--- config.mk ---
export PLATFORM = sky130hd
export DESIGN_NAME = armwd_top
export DESIGN_NICKNAME = d
export VERILOG_FILES = /design/src/rtl/armwd_pkg.sv /design/src/rtl/armwd_arm.sv /design/src/rtl/armwd_fields.sv /design/src/rtl/armwd_tick.sv /design/src/rtl/armwd_count.sv /design/src/rtl/armwd_top.sv
export SDC_FILE = /design/constraint.sdc
export NUM_CORES = 1
export LEC_CHECK = 0
export ABC_CLOCK_PERIOD_IN_PS = 6510
export BUFFER_PORTS_ARGS = -buffer_cell sky130_fd_sc_hd__buf_2
export CAP_MARGIN = 0
export CORE_MARGIN = 1
export CORE_UTILIZATION = 45
export CTS_CLUSTER_DIAMETER = 100
export DETAILED_ROUTE_END_ITERATION = 16
export GPL_TIMING_DRIVEN = 0
export PLACE_DENSITY_LB_ADDON = 0.3
export SLEW_MARGIN = 10
export SYNTH_ARGS = -nofsm -noshare
export SYNTH_HDL_FRONTEND = slang
export SYNTH_SLANG_ARGS = --single-unit
--- constraint.sdc ---
create_clock -name clk -period 6.51 [get_ports clk]
set_input_delay 0.651 -clock clk [delete_from_list [all_inputs] [get_ports clk]]
set_output_delay 0.651 -clock clk [all_outputs]
set_load 0.01 [all_outputs]
--- src/rtl/armwd_pkg.sv ---
package armwd_pkg;
  localparam int PSEL_W  = 4;
  localparam int CNT_W   = 16;
  localparam int REL_LSB = 16;
  localparam int RES_LSB = 8;
  localparam int EN_BIT  = 15;

  typedef struct packed {
    logic              en;
    logic [PSEL_W-1:0] psel;
  } res_t;

  typedef struct packed {
    logic load_act;
    logic act_bus;
    logic load_cnt;
    logic cnt_bus;
    logic st_res_we;
    logic st_rel_we;
  } upd_t;

  function automatic upd_t lane_rules(input logic key_ok, input logic [3:0] be);
    upd_t u;
    u = '0;
    if (key_ok) begin
      u.load_act = 1'b1;
      u.load_cnt = 1'b1;
      if (be[1]) begin
        u.act_bus   = 1'b1;
        u.st_res_we = 1'b1;
        if (be[2] && be[3]) begin
          u.cnt_bus   = 1'b1;
          u.st_rel_we = 1'b1;
        end
      end
    end
    return u;
  endfunction
endpackage

--- src/rtl/armwd_arm.sv ---
module armwd_arm
  import armwd_pkg::*;
#(
  parameter logic [7:0] KEY_ARM  = 8'h55,
  parameter logic [7:0] KEY_FIRE = 8'hAA
) (
  input  logic       clk,
  input  logic       rst,
  input  logic       wr_en,
  input  logic [3:0] wr_be,
  input  logic [7:0] key_byte,
  output logic       armed,
  output upd_t       upd
);
  logic arm_hit, fire_hit;

  assign arm_hit  = wr_be[0] && (key_byte == KEY_ARM);
  assign fire_hit = wr_be[0] && (key_byte == KEY_FIRE);

  always_ff @(posedge clk) begin
    if (rst) armed <= 1'b0;
    else if (wr_en) armed <= armed ? 1'b0 : arm_hit;
  end

  always_comb begin
    upd = '0;
    if (wr_en && armed) upd = lane_rules(fire_hit, wr_be);
  end
endmodule

--- src/rtl/armwd_fields.sv ---
module armwd_fields
  import armwd_pkg::*;
(
  input  logic             clk,
  input  logic             rst,
  input  upd_t             upd,
  input  res_t             bus_res,
  input  logic [CNT_W-1:0] bus_rel,
  input  logic             rd_en,
  input  logic             armed,
  output res_t             act,
  output logic [CNT_W-1:0] st_rel,
  output logic             cnt_load,
  output logic [CNT_W-1:0] cnt_val,
  output logic [31:0]      rd_data
);
  res_t        st_res;
  logic [31:0] word;

  always_ff @(posedge clk) begin
    if (rst) begin
      st_res <= '0;
      act    <= '0;
      st_rel <= '1;
    end else begin
      if (upd.st_res_we) st_res <= bus_res;
      if (upd.st_rel_we) st_rel <= bus_rel;
      if (upd.load_act)  act    <= upd.act_bus ? bus_res : st_res;
    end
  end

  assign cnt_load = upd.load_cnt;
  assign cnt_val  = upd.cnt_bus ? bus_rel : st_rel;

  always_comb begin
    word = '0;
    word[REL_LSB +: CNT_W]  = st_rel;
    word[EN_BIT]            = act.en;
    word[RES_LSB +: PSEL_W] = act.psel;
    word[7]                 = st_res.en;
    word[6]                 = armed;
    word[0 +: PSEL_W]       = st_res.psel;
  end

  always_ff @(posedge clk) begin
    if (rst) rd_data <= '0;
    else if (rd_en) rd_data <= word;
  end
endmodule

--- src/rtl/armwd_tick.sv ---
module armwd_tick #(
  parameter int PSEL_W = 4
) (
  input  logic              clk,
  input  logic              rst,
  input  logic              en,
  input  logic [PSEL_W-1:0] psel,
  input  logic              restart,
  output logic              tick
);
  localparam int PRE_W = (1 << PSEL_W) - 1;

  logic [PRE_W-1:0] pre, mask;

  for (genvar b = 0; b < PRE_W; b++) begin : g_mask
    assign mask[b] = (32'(psel) > b);
  end

  always_ff @(posedge clk) begin
    if (rst || restart || !en) pre <= '0;
    else pre <= pre + 1'b1;
  end

  assign tick = en && ((pre & mask) == mask);
endmodule

--- src/rtl/armwd_count.sv ---
module armwd_count #(
  parameter int CNT_W = 16
) (
  input  logic             clk,
  input  logic             rst,
  input  logic             load,
  input  logic [CNT_W-1:0] load_val,
  input  logic             tick,
  output logic [CNT_W-1:0] count,
  output logic             timeout
);
  always_ff @(posedge clk) begin
    if (rst) begin
      count   <= '0;
      timeout <= 1'b0;
    end else begin
      timeout <= 1'b0;
      if (load) count <= load_val;
      else if (tick && count != '0) begin
        count <= count - 1'b1;
        if (count == CNT_W'(1)) timeout <= 1'b1;
      end
    end
  end
endmodule

--- src/rtl/armwd_top.sv ---
module armwd_top
  import armwd_pkg::*;
#(
  parameter logic [7:0] KEY_ARM  = 8'h55,
  parameter logic [7:0] KEY_FIRE = 8'hAA
) (
  input  logic             clk,
  input  logic             rst,
  input  logic             wr_en,
  input  logic [3:0]       wr_be,
  input  logic [31:0]      wr_data,
  input  logic             rd_en,
  output logic [31:0]      rd_data,
  output logic [CNT_W-1:0] count,
  output logic             timeout
);
  logic             armed_w, cnt_load, tick;
  upd_t             upd;
  res_t             act, bus_res;
  logic [CNT_W-1:0] st_rel_w, cnt_val, bus_rel;

  assign bus_res = '{en: wr_data[EN_BIT], psel: wr_data[RES_LSB +: PSEL_W]};
  assign bus_rel = wr_data[REL_LSB +: CNT_W];

  armwd_arm #(.KEY_ARM(KEY_ARM), .KEY_FIRE(KEY_FIRE)) u_arm (
    .clk(clk), .rst(rst), .wr_en(wr_en), .wr_be(wr_be),
    .key_byte(wr_data[7:0]), .armed(armed_w), .upd(upd)
  );

  armwd_fields u_fields (
    .clk(clk), .rst(rst), .upd(upd), .bus_res(bus_res), .bus_rel(bus_rel),
    .rd_en(rd_en), .armed(armed_w), .act(act), .st_rel(st_rel_w),
    .cnt_load(cnt_load), .cnt_val(cnt_val), .rd_data(rd_data)
  );

  armwd_tick #(.PSEL_W(PSEL_W)) u_tick (
    .clk(clk), .rst(rst), .en(act.en), .psel(act.psel),
    .restart(cnt_load), .tick(tick)
  );

  armwd_count #(.CNT_W(CNT_W)) u_count (
    .clk(clk), .rst(rst), .load(cnt_load), .load_val(cnt_val),
    .tick(tick), .count(count), .timeout(timeout)
  );
endmodule

==> flow_summary.html, run 1 <==
<table>
<tr><th>Metric</th><th>Value</th></tr>
<tr><th colspan="2">Status</th></tr>
<tr><td>Result of the run</td><td>finished, final reports clean</td></tr>
<tr><th colspan="2">Cells and area</th></tr>
<tr><td>Non-Filler Cell Area, Final</td><td>4730 sq um</td></tr>
<tr><td>Antenna cells</td><td>0</td></tr>
<tr><td>Net count, final</td><td>554</td></tr>
<tr><td>Layout cell share with drive strength beyond 1</td><td>0.240</td></tr>
<tr><td>Most frequent cells in the layout</td><td>sky130_fd_sc_hd__dfxtp_1 (86), sky130_fd_sc_hd__buf_2 (79), sky130_fd_sc_hd__nor2_1 (67)</td></tr>
<tr><td>Relative area change from synthesis to final layout</td><td>18.5%</td></tr>
<tr><td>Most common cell after layout, fill and taps aside</td><td>sky130_fd_sc_hd__dfxtp_1</td></tr>
<tr><td>Area used by sequential logic in the layout</td><td>1720 sq um</td></tr>
<tr><td>Fillers</td><td>765</td></tr>
<tr><td>Multi-input combinational cell area</td><td>2110 sq um</td></tr>
<tr><th colspan="2">Global route</th></tr>
<tr><td>Layer with the highest usage after global routing</td><td>met2</td></tr>
<tr><td>Pin count of the biggest net entering global routing</td><td>16</td></tr>
<tr><td>Global routing usage summed across all routing layers</td><td>0.212</td></tr>
<tr><td>Grt total ovfl</td><td>0</td></tr>
<tr><td>Met3 track utilization from global routing</td><td>0.0403</td></tr>
<tr><td>Met1 GRT Util</td><td>0.286</td></tr>
<tr><td>Number of antenna violations at the first check in global routing</td><td>0</td></tr>
<tr><td>GR Util met2</td><td>0.342</td></tr>
<tr><td>Number of global-route vias before repair</td><td>3075</td></tr>
<tr><td>Wire length of the first global-routing pass</td><td>14900 microns</td></tr>
<tr><th colspan="2">Clocking</th></tr>
<tr><td>Max clock buf depth</td><td>2</td></tr>
<tr><td>Post-CTS Setup Inserts</td><td>0</td></tr>
<tr><td>Clock root buffer</td><td>sky130_fd_sc_hd__clkbuf_8</td></tr>
<tr><td>Insertion delay to the later sink of the worst-skew pair</td><td>350 ps</td></tr>
<tr><td>Post-CTS Resized</td><td>0</td></tr>
<tr><td>Number of clock buffers inserted by TritonCTS</td><td>9</td></tr>
<tr><td>H-tree levels</td><td>3</td></tr>
<tr><td>Clock-pin transition on the worst setup and hold timing paths</td><td>90 ps</td></tr>
<tr><td>Clock tree from TritonCTS</td><td>done</td></tr>
<tr><td>Number of hold buffers added after CTS</td><td>0</td></tr>
<tr><td>Sinks on Clock Net</td><td>86</td></tr>
<tr><th colspan="2">Placed design</th></tr>
<tr><td>Post-Place Setup Slack</td><td>3440 ps</td></tr>
<tr><td>HPWL after DPL</td><td>6940 microns</td></tr>
<tr><td>Routability congestion estimate from global placement</td><td>0.820</td></tr>
<tr><td>Count of buffers inserted at the top-level ports</td><td>77</td></tr>
<tr><td>Cell Area, Placed</td><td>4520 sq um</td></tr>
<tr><th colspan="2">Logic synthesis</th></tr>
<tr><td>Compound-Gate Fraction of Synth Area</td><td>0.112</td></tr>
<tr><td>Count of flip-flops with a built-in enable after synthesis</td><td>0</td></tr>
<tr><td>Mux share of post-synthesis cell area</td><td>0.131</td></tr>
<tr><td>Ranking of synthesized cells by area</td><td>sky130_fd_sc_hd__dfxtp_1 (43%), sky130_fd_sc_hd__mux2i_1 (13%), sky130_fd_sc_hd__nor2_1 (6.3%)</td></tr>
<tr><td>Ys Warns</td><td>0</td></tr>
<tr><td>Count of different cell masters after synthesis</td><td>55</td></tr>
<tr><td>Synth Area per Inst</td><td>9.52 sq um</td></tr>
<tr><td>Synthesized instance count</td><td>419</td></tr>
<tr><td>Mapped cell area</td><td>3990 sq um</td></tr>
<tr><td>Simple logic cell fraction of the synthesized area</td><td>0.217</td></tr>
<tr><td>Dominant combinational cell family by area after synthesis</td><td>simple AND/OR/NAND/NOR gates</td></tr>
<tr><td>Fraction of synthesis flops using an asynchronous set or reset pin</td><td>0</td></tr>
<tr><td>Synth Area in Adders</td><td>0.00941</td></tr>
<tr><td>Commonest register cell after synthesis</td><td>sky130_fd_sc_hd__dfxtp_1</td></tr>
<tr><td>Area fraction of the dominant cell type after synthesis</td><td>0.431</td></tr>
<tr><td>Largest area contributor in the synthesized netlist</td><td>sky130_fd_sc_hd__dfxtp_1</td></tr>
<tr><td>Flop and latch count out of synthesis</td><td>86</td></tr>
<tr><td>Share of synthesized area occupied by flip-flops and latches</td><td>0.431</td></tr>
<tr><td>Fraction of synthesized cell area in xor and xnor cells</td><td>0.0549</td></tr>
<tr><th colspan="2">Timing</th></tr>
<tr><td>Max-Slew Margin vs Limit</td><td>0.491</td></tr>
<tr><td>Fin crit share</td><td>0.419</td></tr>
<tr><td>Actual transition at the worst max-transition pin</td><td>764 ps</td></tr>
<tr><td>Final critical delay including setup and external delays</td><td>2730 ps</td></tr>
<tr><td>Crit path setup slack, layout</td><td>3780 ps</td></tr>
<tr><td>Fin Setup TNS</td><td>0 ps</td></tr>
<tr><td>Fin. Hold Viols</td><td>0</td></tr>
<tr><td>Final setup violation count</td><td>0</td></tr>
<tr><td>Achievable frequency</td><td>0.366 GHz</td></tr>
<tr><td>Count of pins over their slew limit</td><td>0</td></tr>
<tr><td>Setup repair after global routing missed its margin</td><td>false</td></tr>
<tr><td>Worst Clk Skew</td><td>9.33 ps</td></tr>
<tr><th colspan="2">Route</th></tr>
<tr><td>Number of detailed-routing iterations run before antenna repair</td><td>4</td></tr>
<tr><td>Routed WL per cell</td><td>14.9 microns</td></tr>
<tr><td>1st-iter DRT viols</td><td>90</td></tr>
<tr><td>Routed vias/inst</td><td>5.25</td></tr>
<tr><td>Count of nets left with antenna violations after detail routing</td><td>0</td></tr>
<tr><td>Post-detailed-routing wire length</td><td>9220 microns</td></tr>
<tr><td>Total DRC errors in the routed layout</td><td>0</td></tr>
<tr><td>Total via count in the routed design</td><td>3260</td></tr>
<tr><th colspan="2">Floorplanning</th></tr>
<tr><td>Count of boundary I/O pins</td><td>89</td></tr>
<tr><td>Die span in y</td><td>96.2 microns</td></tr>
<tr><td>Core footprint</td><td>8380 sq um</td></tr>
<tr><td>Die Footprint</td><td>9250 sq um</td></tr>
<tr><td>Initial cell density of the core</td><td>0.476</td></tr>
<tr><td>Die outline width</td><td>96.2 microns</td></tr>
<tr><td>Std-Cell Rows</td><td>33</td></tr>
<tr><th colspan="2">Pwr</th></tr>
<tr><td>Power Density</td><td>209 nW/um^2</td></tr>
<tr><td>Peak supply drop</td><td>0.000122 V</td></tr>
<tr><td>Leakage power total</td><td>2.07 nW</td></tr>
<tr><th colspan="2">Worst setup path</th></tr>
<tr><td>Worst reg2reg path startpoint</td><td>u_arm.armed</td></tr>
<tr><td>Worst Path Arrival</td><td>2950 ps</td></tr>
<tr><td>Required time of the critical path</td><td>6730 ps</td></tr>
<tr><td>First element of the critical path</td><td>wr_data[6]</td></tr>
<tr><td>Crit end category</td><td>flop</td></tr>
<tr><td>Kind of critical path</td><td>in -&gt; reg</td></tr>
<tr><td>Startpoint kind of the worst setup timing path</td><td>input pin</td></tr>
<tr><td>Largest fanout on the critical path</td><td>10</td></tr>
<tr><th colspan="2">Worst hold path</th></tr>
<tr><td>Worst hold path startpoint</td><td>u_fields.rd_data[24]</td></tr>
<tr><td>Worst min path class</td><td>reg -&gt; reg</td></tr>
<tr><th colspan="2">Job</th></tr>
<tr><td>Max-capacitance violation count</td><td>0</td></tr>
</table>
## area by class of cell
cell class / count / share of cell area
flip-flops and latches: 86 / 0.364
multi-input cells: 305 / 0.446
well taps: 105 / 0.0278
clock buffers: 10 / 0.0291
clock inverters: 6 / 0.0148
inverters: 5 / 0.00397
repair buffers: 77 / 0.0815
plain buffers: 27 / 0.0328
## cells in the mapped netlist, drive strengths merged (5+ instances only)
cell type  instances
a211oi            10
clkbuf            16
or3                5
buf               10
nor3              10
dfxtp             86
nor2b             15
a21o              10
a211o             11
xnor2             15
mux2i             50
nand3              9
nand2b            10
nor2              68
a21oi             15
o21ai              6
xor2              10
nand2             12
inv                5
## report_power, final
| part | internal (mW) | switching, mW |
|---|---|---|
| clock | 0.191 | 0.198 |
| combinational | 0.0288 | 0.0350 |
| sequential | 0.533 | 0.00352 |
## worst max-delay path, stage by stage
cell and delay [ps]:
sky130_fd_sc_hd__buf_2 110, sky130_fd_sc_hd__nand4b_1 160, sky130_fd_sc_hd__nor2_1 140, sky130_fd_sc_hd__nand4b_1 400
sky130_fd_sc_hd__nor2_2 530, sky130_fd_sc_hd__clkbuf_1 470, sky130_fd_sc_hd__mux2i_1 360, sky130_fd_sc_hd__a211oi_1 110
## routing by layer
| layer | wire (microns) | vias to the layer above | part of all wire |
|---|---|---|---|
| met5 | 0 | - | 0 |
| met4 | 104 | 0 | 0.011 |
| met3 | 409 | 9 | 0.044 |
| met2 | 4330 | 67 | 0.47 |
| met1 | 4380 | 1535 | 0.48 |
| li1 | - | 1649 | - |
## sequential cells by signal (all words and copies together) (netlist names)
| register | cells |
|---|---|
| u_arm.armed | 1 |
| u_count.count | 16 |
| u_count.timeout | 1 |
| u_fields.act | 5 |
| u_fields.rd_data | 27 |
| u_fields.st_rel | 16 |
| u_fields.st_res | 5 |
| u_tick.pre | 15 |
## cells by family (layout without fill, tap and decap cells)
group	Yosys count	after routing
xor gates and xnor gates	25	25
AOI/OAI and AO/OA	62	62
adders and majority gates	3	3
muxes	52	52
DFF	86	86
and+or+nand+nor	158	158
other	1	5
buffers and inverters	32	125
## stage by stage
step / hold WS [ps] / total power, mW / util / cells
4_1_cts: 500 / 0.997 / 0.564 / 621
2_1_floorplan: 433 / 0.584 / - / 423
6_report: 496 / 0.989 / 0.564 / 621
5_1_grt: 505 / 1.03 / 0.564 / 621
3_5_place_dp: 479 / 0.613 / 0.539 / 605
3_3_place_gp: 459 / 0.611 / 0.539 / 605
## path summary, 6_finish.rpt
check	depth (start not counted)	slack, ps	end
worst max-delay path	8	3780	u_count.count[1]
worst min register to register	2	500	u_fields.rd_data[24]
worst min-delay path	2	500	u_fields.rd_data[24]
worst max register to register	5	4090	u_count.count[1]
Note: power is estimated with default switching activity, not from simulation.
==> run 2, diff against run 1 <==
- ABC_AREA: not set -> 1
- ABC_CLOCK_PERIOD_IN_PS: 6510 -> 2800
- clock period: 6.51 -> 2.8 ns (I/O delays scaled with it)
==> run 2 against run 1 <==
- clock power grew 140%
- highest routed layer unchanged
- first-iteration DRC count grew 100%
- sequential power grew 140%
- wire length grew 21%
- clock skew grew 8.2 ps
- clock-buffer cell count shrank 1
- global-route usage grew 2.5 points
- design area grew 6.8%
- sequential share of layout area shrank 2.3 points
- critical path depth grew 4
- via count grew 29%
- core utilization shrank 1.8 points
==> flow_summary.html, run 2 <==
<table>
<tr><th>Metric</th><th>Value</th></tr>
<tr><th colspan="2">Status</th></tr>
<tr><td>Result of the run</td><td>finished, final reports clean</td></tr>
<tr><th colspan="2">Pwr</th></tr>
<tr><td>Peak supply drop</td><td>0.000334 V</td></tr>
<tr><td>P_int</td><td>1.73 mW</td></tr>
<tr><td>Switch Pwr</td><td>0.602 mW</td></tr>
<tr><td>Part of the total power dissipated in sequential elements</td><td>0.540</td></tr>
<tr><td>Power share of the combinational group</td><td>0.066</td></tr>
<tr><td>Clock share of power</td><td>0.394</td></tr>
<tr><td>Switching power as a share of total power</td><td>0.258</td></tr>
<tr><td>Power Density</td><td>461 nW/um^2</td></tr>
<tr><td>Leakage power total</td><td>2.52 nW</td></tr>
<tr><th colspan="2">Clocking</th></tr>
<tr><td>Max clock buf depth</td><td>2</td></tr>
<tr><td>Clock root buffer</td><td>sky130_fd_sc_hd__clkbuf_8</td></tr>
<tr><td>H-tree levels</td><td>3</td></tr>
<tr><td>Post-CTS Resized</td><td>0</td></tr>
<tr><td>Number of hold buffers added after CTS</td><td>0</td></tr>
<tr><td>Insertion delay to the later sink of the worst-skew pair</td><td>370 ps</td></tr>
<tr><td>Post-CTS Setup Inserts</td><td>0</td></tr>
<tr><td>Number of clock buffers inserted by TritonCTS</td><td>9</td></tr>
<tr><td>Sinks on Clock Net</td><td>86</td></tr>
<tr><td>Clock tree from TritonCTS</td><td>done</td></tr>
<tr><td>Clock-pin transition on the worst setup and hold timing paths</td><td>100 ps</td></tr>
<tr><th colspan="2">Logic synthesis</th></tr>
<tr><td>Count of flip-flops with a built-in enable after synthesis</td><td>0</td></tr>
<tr><td>Synthesized instance count</td><td>610</td></tr>
<tr><td>Most common cell in the netlist</td><td>sky130_fd_sc_hd__nand2_1</td></tr>
<tr><td>Synth Area per Inst</td><td>7.02 sq um</td></tr>
<tr><td>Share of synthesized area occupied by flip-flops and latches</td><td>0.402</td></tr>
<tr><td>Commonest register cell after synthesis</td><td>sky130_fd_sc_hd__dfxtp_1</td></tr>
<tr><td>Area fraction of the dominant cell type after synthesis</td><td>0.402</td></tr>
<tr><td>Count of different cell masters after synthesis</td><td>38</td></tr>
<tr><td>Flop and latch count out of synthesis</td><td>86</td></tr>
<tr><td>Largest area contributor in the synthesized netlist</td><td>sky130_fd_sc_hd__dfxtp_1</td></tr>
<tr><td>Top cell types by occurrence after synthesis</td><td>sky130_fd_sc_hd__nand2_1 (137), sky130_fd_sc_hd__dfxtp_1 (86), sky130_fd_sc_hd__inv_1 (70)</td></tr>
<tr><td>Ranking of synthesized cells by area</td><td>sky130_fd_sc_hd__dfxtp_1 (40%), sky130_fd_sc_hd__nand2_1 (12%), sky130_fd_sc_hd__inv_1 (6.1%)</td></tr>
<tr><td>Ys Warns</td><td>0</td></tr>
<tr><td>Fraction of synthesis flops using an asynchronous set or reset pin</td><td>0</td></tr>
<tr><td>Mapped cell area</td><td>4280 sq um</td></tr>
<tr><th colspan="2">Global route</th></tr>
<tr><td>Wire length of the first global-routing pass</td><td>18600 microns</td></tr>
<tr><td>Global routing usage summed across all routing layers</td><td>0.237</td></tr>
<tr><td>Grt total ovfl</td><td>0</td></tr>
<tr><td>Number of global-route vias before repair</td><td>3952</td></tr>
<tr><td>Pin count of the biggest net entering global routing</td><td>17</td></tr>
<tr><td>Number of antenna violations at the first check in global routing</td><td>0</td></tr>
<tr><th colspan="2">Worst setup path</th></tr>
<tr><td>Crit end category</td><td>flop</td></tr>
<tr><td>Slowest library cell on the worst path</td><td>sky130_fd_sc_hd__dfxtp_1</td></tr>
<tr><td>Startpoint kind of the worst setup timing path</td><td>flop</td></tr>
<tr><td>Worst Path Arrival</td><td>2150 ps</td></tr>
<tr><td>Delay contributed by the slowest stage of the critical path</td><td>340 ps</td></tr>
<tr><td>Required time of the critical path</td><td>3020 ps</td></tr>
<tr><td>List of cells traversed by the critical path</td><td>inv_1 &gt; ha_1 &gt; nand3_2 &gt; nor2_2 &gt; nand2_1 &gt; nand2_1 &gt; nor2_2 &gt; nand2_4 &gt; nand2_4 &gt; buf_6 &gt; nand2_1 &gt; a21oi_1</td></tr>
<tr><td>Kind of critical path</td><td>reg -&gt; reg</td></tr>
<tr><td>Largest fanout on the critical path</td><td>10</td></tr>
<tr><td>Critical Path Most Common Cell</td><td>sky130_fd_sc_hd__nand2_1</td></tr>
<tr><th colspan="2">Timing</th></tr>
<tr><td>Count of pins over their slew limit</td><td>0</td></tr>
<tr><td>Final critical delay including setup and external delays</td><td>1930 ps</td></tr>
<tr><td>Final setup violation count</td><td>0</td></tr>
<tr><td>Actual transition at the worst max-transition pin</td><td>651 ps</td></tr>
<tr><td>Achievable frequency</td><td>0.518 GHz</td></tr>
<tr><td>Fin crit share</td><td>0.689</td></tr>
<tr><td>Worst Clk Skew</td><td>17.5 ps</td></tr>
<tr><td>Setup repair after global routing missed its margin</td><td>false</td></tr>
<tr><td>Fin. Hold Viols</td><td>0</td></tr>
<tr><td>Fin Setup TNS</td><td>0 ps</td></tr>
<tr><td>Max-Slew Margin vs Limit</td><td>0.566</td></tr>
<tr><td>Crit path setup slack, layout</td><td>870 ps</td></tr>
<tr><th colspan="2">Cells and area</th></tr>
<tr><td>Layout cell share with drive strength beyond 1</td><td>0.196</td></tr>
<tr><td>Most common cell after layout, fill and taps aside</td><td>sky130_fd_sc_hd__nand2_1</td></tr>
<tr><td>Largest Register</td><td>u_fields.rd_data</td></tr>
<tr><td>Net count, final</td><td>746</td></tr>
<tr><td>Multi-input combinational cell area</td><td>2140 sq um</td></tr>
<tr><td>Antenna cells</td><td>0</td></tr>
<tr><td>Relative area change from synthesis to final layout</td><td>18.0%</td></tr>
<tr><td>Most frequent cells in the layout</td><td>sky130_fd_sc_hd__nand2_1 (137), sky130_fd_sc_hd__dfxtp_1 (86), sky130_fd_sc_hd__buf_2 (83)</td></tr>
<tr><td>Fillers</td><td>944</td></tr>
<tr><td>Area used by sequential logic in the layout</td><td>1720 sq um</td></tr>
<tr><td>Number of flip-flops under the largest register name</td><td>27</td></tr>
<tr><td>Fin cells</td><td>837</td></tr>
<tr><td>Registers with the most flip-flops</td><td>u_fields.rd_data x27, u_count.count x16, u_fields.st_rel x16</td></tr>
<tr><th colspan="2">Worst hold path</th></tr>
<tr><td>Worst min path class</td><td>in -&gt; reg</td></tr>
<tr><th colspan="2">Route</th></tr>
<tr><td>Routed WL per cell</td><td>13.3 microns</td></tr>
<tr><td>Routed vias/inst</td><td>5.04</td></tr>
<tr><td>1st-iter DRT viols</td><td>180</td></tr>
<tr><td>Count of nets left with antenna violations after detail routing</td><td>0</td></tr>
<tr><td>Post-detailed-routing wire length</td><td>11100 microns</td></tr>
<tr><td>Number of detailed-routing iterations run before antenna repair</td><td>5</td></tr>
<tr><td>Total DRC errors in the routed layout</td><td>0</td></tr>
<tr><td>Total via count in the routed design</td><td>4218</td></tr>
<tr><th colspan="2">Placed design</th></tr>
<tr><td>Routability congestion estimate from global placement</td><td>0.939</td></tr>
<tr><td>Post-Place Setup Slack</td><td>818 ps</td></tr>
<tr><td>HPWL after DPL</td><td>8380 microns</td></tr>
<tr><td>Total placed cells including tap cells</td><td>821</td></tr>
<tr><td>Count of buffers inserted at the top-level ports</td><td>78</td></tr>
<tr><th colspan="2">Floorplanning</th></tr>
<tr><td>Std-Cell Rows</td><td>35</td></tr>
<tr><td>Core footprint</td><td>9240 sq um</td></tr>
<tr><td>Initial cell density of the core</td><td>0.463</td></tr>
<tr><td>Count of boundary I/O pins</td><td>89</td></tr>
<tr><td>Die outline width</td><td>99.5 microns</td></tr>
<tr><td>Die span in y</td><td>99.5 microns</td></tr>
<tr><td>Die Footprint</td><td>9910 sq um</td></tr>
<tr><th colspan="2">Job</th></tr>
<tr><td>Max-capacitance violation count</td><td>0</td></tr>
</table>
[run 2: changes by cell type in the layout (fill, tap and decap cells not counted), moves of 15 or more]
cell                      change
sky130_fd_sc_hd__nor2b_1     -15
sky130_fd_sc_hd__o21ai_0     +31
sky130_fd_sc_hd__nand2_1    +125
sky130_fd_sc_hd__nand4_1     +21
sky130_fd_sc_hd__nand3_1     +37
sky130_fd_sc_hd__a21oi_1     +33
sky130_fd_sc_hd__mux2i_1     -46
sky130_fd_sc_hd__inv_1       +65
[run 2: layer usage]
metal	track usage	up-vias	part of all wire
li1	-	2141	-
met1	0.303	1939	0.46
met2	0.399	110	0.47
met3	0.0478	28	0.045
met4	0.0758	0	0.025
met5	0	-	0
[run 2: worst max-delay path: cells and delay by family, from the launching register on]
kind                     cells  cell delay (ps)
buffers and inverters        2              290
adder cells (fa/ha/maj)      1              210
AND/OR/NAND/NOR              8              900
AO/OA/AOI/OAI                1               60
flip-flops                   1              340
[run 2: cell type report]
type	instances	area share
Multi-Input combinational cell	427	0.424
Buffer	30	0.0332
Clock inverter	7	0.0159
Timing Repair Buffer	78	0.0773
Clock buffer	9	0.0245
Tap cell	129	0.0320
Sequential cell	86	0.341
Inverter	71	0.0528
[run 2: path summary, 6_finish.rpt]
path                            slack [ps]               start                  end  cells after the start
worst min-delay path                   160          wr_data[8]   u_fields.st_res[0]                      3
worst max-delay path                   870    u_count.count[0]    u_count.count[14]                     12
worst min register to register         450  u_fields.st_res[4]  u_fields.rd_data[7]                      2
worst max register to register         870    u_count.count[0]    u_count.count[14]                     12
[run 2: through the flow]
| step | util | hold WS [ps] | total power [mW] | instance area (sq um) |
|---|---|---|---|---|
| 4_1_cts | 0.547 | 161 | 2.35 | 5050 |
| 5_1_grt | 0.547 | 174 | 2.43 | 5050 |
| 3_5_place_dp | 0.525 | 452 | 1.44 | 4850 |
| 6_report | 0.547 | 162 | 2.33 | 5050 |
| 2_1_floorplan | - | 419 | 1.36 | 4300 |
| 3_3_place_gp | 0.525 | 440 | 1.44 | 4850 |
[run 2: power by group through the flow]
| stage | clock network [mW] | logic, mW | registers [mW] |
|---|---|---|---|
| final | 0.918 | 0.154 | 1.26 |
| after global routing | 0.992 | 0.173 | 1.26 |
| after CTS | 0.938 | 0.153 | 1.26 |
| after detailed placement | 0 | 0.152 | 1.29 |
| after global placement | 0 | 0.150 | 1.29 |
| after floorplan | 0 | 0.0677 | 1.30 |
[run 2: cell families (layout without fill, tap and decap cells)]
group | after synthesis | after routing | share of synthesized area
AND/OR/NAND/NOR | 309 | 309 | 0.338
buffers and inverters | 101 | 195 | 0.101
AO/OA/AOI/OAI | 93 | 93 | 0.113
flip-flops | 86 | 86 | 0.402
XOR/XNOR | 13 | 13 | 0.0266
multiplexers | 4 | 4 | 0.00935
adder cells (fa/ha/maj) | 3 | 3 | 0.00877
other | 1 | 5 | 0.000876
==> run 3, diff against run 2 <==
- ABC_CLOCK_PERIOD_IN_PS: 2800 -> 1950
- clock period: 2.8 -> 1.95 ns (I/O delays scaled with it)
==> run 3 against run 2 <==
- register-to-register slack worse by 730 ps
- critical path depth is 4 lower
- highest routed layer unchanged
- first-iteration DRC count is 5.6% lower
- non-clock buffer count is 2 higher
- worst hold slack worse by 83 ps
- cell count is 0.24% higher
- sequential power is 44% higher
==> flow_summary.html, run 3 (synthesized netlist as in run 2, its figures left out) <==
<table>
<tr><th>Metric</th><th>Value</th></tr>
<tr><th colspan="2">Floorplanning</th></tr>
<tr><td>Std-Cell Rows</td><td>35</td></tr>
<tr><td>Core footprint</td><td>9240 sq um</td></tr>
<tr><td>Count of boundary I/O pins</td><td>89</td></tr>
<tr><td>Die span in y</td><td>99.5 microns</td></tr>
<tr><td>Initial cell density of the core</td><td>0.463</td></tr>
<tr><td>Die Footprint</td><td>9910 sq um</td></tr>
<tr><td>Die outline width</td><td>99.5 microns</td></tr>
<tr><th colspan="2">Worst setup path</th></tr>
<tr><td>Startpoint kind of the worst setup timing path</td><td>flop</td></tr>
<tr><td>Crit end category</td><td>flop</td></tr>
<tr><td>Worst Path Arrival</td><td>2030 ps</td></tr>
<tr><td>Delay contributed by the slowest stage of the critical path</td><td>400 ps</td></tr>
<tr><td>Critical path buffers and inverters</td><td>2</td></tr>
<tr><td>List of cells traversed by the critical path</td><td>nand2_2 &gt; inv_1 &gt; nand4_1 &gt; clkbuf_1 &gt; nand2_1 &gt; nand2_1 &gt; nand2_1 &gt; a21oi_1</td></tr>
<tr><td>Kind of critical path</td><td>reg -&gt; reg</td></tr>
<tr><td>Critical Path Most Common Cell</td><td>sky130_fd_sc_hd__nand2_1</td></tr>
<tr><td>Cell family with most CP delay</td><td>simple AND/OR/NAND/NOR gates</td></tr>
<tr><td>Slowest library cell on the worst path</td><td>sky130_fd_sc_hd__nand4_1</td></tr>
<tr><td>Required time of the critical path</td><td>2170 ps</td></tr>
<tr><td>Largest fanout on the critical path</td><td>10</td></tr>
<tr><th colspan="2">Pwr</th></tr>
<tr><td>Switch Pwr</td><td>0.868 mW</td></tr>
<tr><td>Clock share of power</td><td>0.395</td></tr>
<tr><td>Part of the total power dissipated in sequential elements</td><td>0.539</td></tr>
<tr><td>Switching power as a share of total power</td><td>0.259</td></tr>
<tr><td>Peak supply drop</td><td>0.000482 V</td></tr>
<tr><td>Power share of the combinational group</td><td>0.066</td></tr>
<tr><td>Power Density</td><td>659 nW/um^2</td></tr>
<tr><td>P_int</td><td>2.48 mW</td></tr>
<tr><td>Leakage power total</td><td>2.54 nW</td></tr>
<tr><th colspan="2">Cells and area</th></tr>
<tr><td>Non-Filler Cell Area, Final</td><td>5080 sq um</td></tr>
<tr><td>Most frequent cells in the layout</td><td>sky130_fd_sc_hd__nand2_1 (137), sky130_fd_sc_hd__buf_2 (83), sky130_fd_sc_hd__dfxtp_1 (82)</td></tr>
<tr><td>Core Util, Final</td><td>0.550</td></tr>
<tr><td>Net count, final</td><td>748</td></tr>
<tr><td>Relative area change from synthesis to final layout</td><td>18.8%</td></tr>
<tr><td>Layout cell share with drive strength beyond 1</td><td>0.208</td></tr>
<tr><td>Most common cell after layout, fill and taps aside</td><td>sky130_fd_sc_hd__nand2_1</td></tr>
<tr><td>Registers with the most flip-flops</td><td>u_fields.rd_data x27, u_count.count x16, u_fields.st_rel x16</td></tr>
<tr><td>Largest Register</td><td>u_fields.rd_data</td></tr>
<tr><td>Antenna cells</td><td>0</td></tr>
<tr><td>Number of flip-flops under the largest register name</td><td>27</td></tr>
<tr><th colspan="2">Route</th></tr>
<tr><td>Routed vias/inst</td><td>5.07</td></tr>
<tr><td>Routed WL per cell</td><td>13.3 microns</td></tr>
<tr><td>1st-iter DRT viols</td><td>170</td></tr>
<tr><td>Count of nets left with antenna violations after detail routing</td><td>0</td></tr>
<tr><td>Post-detailed-routing wire length</td><td>11200 microns</td></tr>
<tr><td>Total via count in the routed design</td><td>4250</td></tr>
<tr><td>Total DRC errors in the routed layout</td><td>0</td></tr>
<tr><td>Number of detailed-routing iterations run before antenna repair</td><td>5</td></tr>
<tr><th colspan="2">Global route</th></tr>
<tr><td>Grt total ovfl</td><td>0</td></tr>
<tr><td>Wire length of the first global-routing pass</td><td>18600 microns</td></tr>
<tr><td>Global routing usage summed across all routing layers</td><td>0.237</td></tr>
<tr><td>Pin count of the biggest net entering global routing</td><td>17</td></tr>
<tr><td>Number of antenna violations at the first check in global routing</td><td>0</td></tr>
<tr><td>Number of global-route vias before repair</td><td>3952</td></tr>
<tr><th colspan="2">Timing</th></tr>
<tr><td>Final critical delay including setup and external delays</td><td>1810 ps</td></tr>
<tr><td>Fin crit share</td><td>0.927</td></tr>
<tr><td>Count of pins over their slew limit</td><td>0</td></tr>
<tr><td>Fin. Hold Viols</td><td>0</td></tr>
<tr><td>Fin Setup TNS</td><td>0 ps</td></tr>
<tr><td>Worst Clk Skew</td><td>17.8 ps</td></tr>
<tr><td>Actual transition at the worst max-transition pin</td><td>662 ps</td></tr>
<tr><td>Max-Slew Margin vs Limit</td><td>0.559</td></tr>
<tr><td>Setup repair after global routing missed its margin</td><td>false</td></tr>
<tr><td>Final setup violation count</td><td>0</td></tr>
<tr><td>Achievable frequency</td><td>0.553 GHz</td></tr>
<tr><td>Final hold slack</td><td>79.1 ps</td></tr>
<tr><th colspan="2">Job</th></tr>
<tr><td>Max-capacitance violation count</td><td>0</td></tr>
<tr><th colspan="2">Clocking</th></tr>
<tr><td>Number of clock buffers inserted by TritonCTS</td><td>9</td></tr>
<tr><td>Clock root buffer</td><td>sky130_fd_sc_hd__clkbuf_8</td></tr>
<tr><td>Clock-pin transition on the worst setup and hold timing paths</td><td>100 ps</td></tr>
<tr><td>Insertion delay to the later sink of the worst-skew pair</td><td>370 ps</td></tr>
<tr><td>Number of hold buffers added after CTS</td><td>0</td></tr>
<tr><td>Max clock buf depth</td><td>2</td></tr>
<tr><td>H-tree levels</td><td>3</td></tr>
<tr><td>Sinks on Clock Net</td><td>86</td></tr>
<tr><td>Clock tree from TritonCTS</td><td>done</td></tr>
<tr><th colspan="2">Placed design</th></tr>
<tr><td>Count of buffers inserted at the top-level ports</td><td>78</td></tr>
<tr><td>Routability congestion estimate from global placement</td><td>0.939</td></tr>
<tr><td>Cell Area, Placed</td><td>4850 sq um</td></tr>
<tr><td>HPWL after DPL</td><td>8380 microns</td></tr>
<tr><th colspan="2">Status</th></tr>
<tr><td>Result of the run</td><td>finished, final reports clean</td></tr>
<tr><th colspan="2">Worst hold path</th></tr>
<tr><td>Worst min path class</td><td>in -&gt; reg</td></tr>
</table>
## run 3: repair_timing
action,4_1_cts,5_1_grt
endpoints found under the setup margin,0,12
gates resized for setup,0,8
setup buffers,0,2
## run 3: tightest hold or removal path: cells and delay by family
kind | cells | cell delay, ps
buffers and inverters | 1 | 80
and+or+nand+nor | 1 | 80
muxes | 1 | 70
## run 3: routing by layer
layer  track usage  part of all wire  routed length, microns
met1         0.303              0.46                    5090
met2         0.399              0.47                    5290
met3        0.0478             0.046                     511
met4        0.0758             0.024                     265
met5             0                 0                       0
## run 3: path summary, 6_finish.rpt
kind / endpoint / start / cells after the start / slack (ps)
worst min register to register: u_fields.rd_data[7] / u_fields.st_res[4] / 2 / 450
worst max register to register: u_count.count[14] / u_arm.armed / 8 / 140
worst min-delay path: u_fields.st_res[0] / wr_data[8] / 3 / 80
worst max-delay path: u_count.count[14] / u_arm.armed / 8 / 140
## run 3: final cells by class
cell class                      count  area, sq um
Buffer                             30          168
Clock buffer                        9          124
Clock inverter                      7         80.1
Fill cell                         944         4160
Inverter                           71          267
Multi-Input combinational cell    427         2150
Sequential cell                    86         1730
Tap cell                          129          161
Timing Repair Buffer               80          405
## run 3: power by group through the flow
stage | Combinational (mW) | Clock, mW | Sequential (mW)
2_1_floorplan | 0.0972 | 0 | 1.86
3_3_place_gp | 0.215 | 0 | 1.85
3_5_place_dp | 0.219 | 0 | 1.85
4_1_cts | 0.220 | 1.35 | 1.81
5_1_grt | 0.248 | 1.42 | 1.81
6_report | 0.221 | 1.32 | 1.81
## run 3: through the flow
step | power (mW) | setup slack (ps) | std cells
2_1_floorplan | 1.96 | 283 | 614
3_3_place_gp | 2.06 | 63.2 | 821
3_5_place_dp | 2.07 | 36.8 | 821
4_1_cts | 3.37 | 30.0 | 837
5_1_grt | 3.48 | 2.37 | 839
6_report | 3.35 | 142 | 839
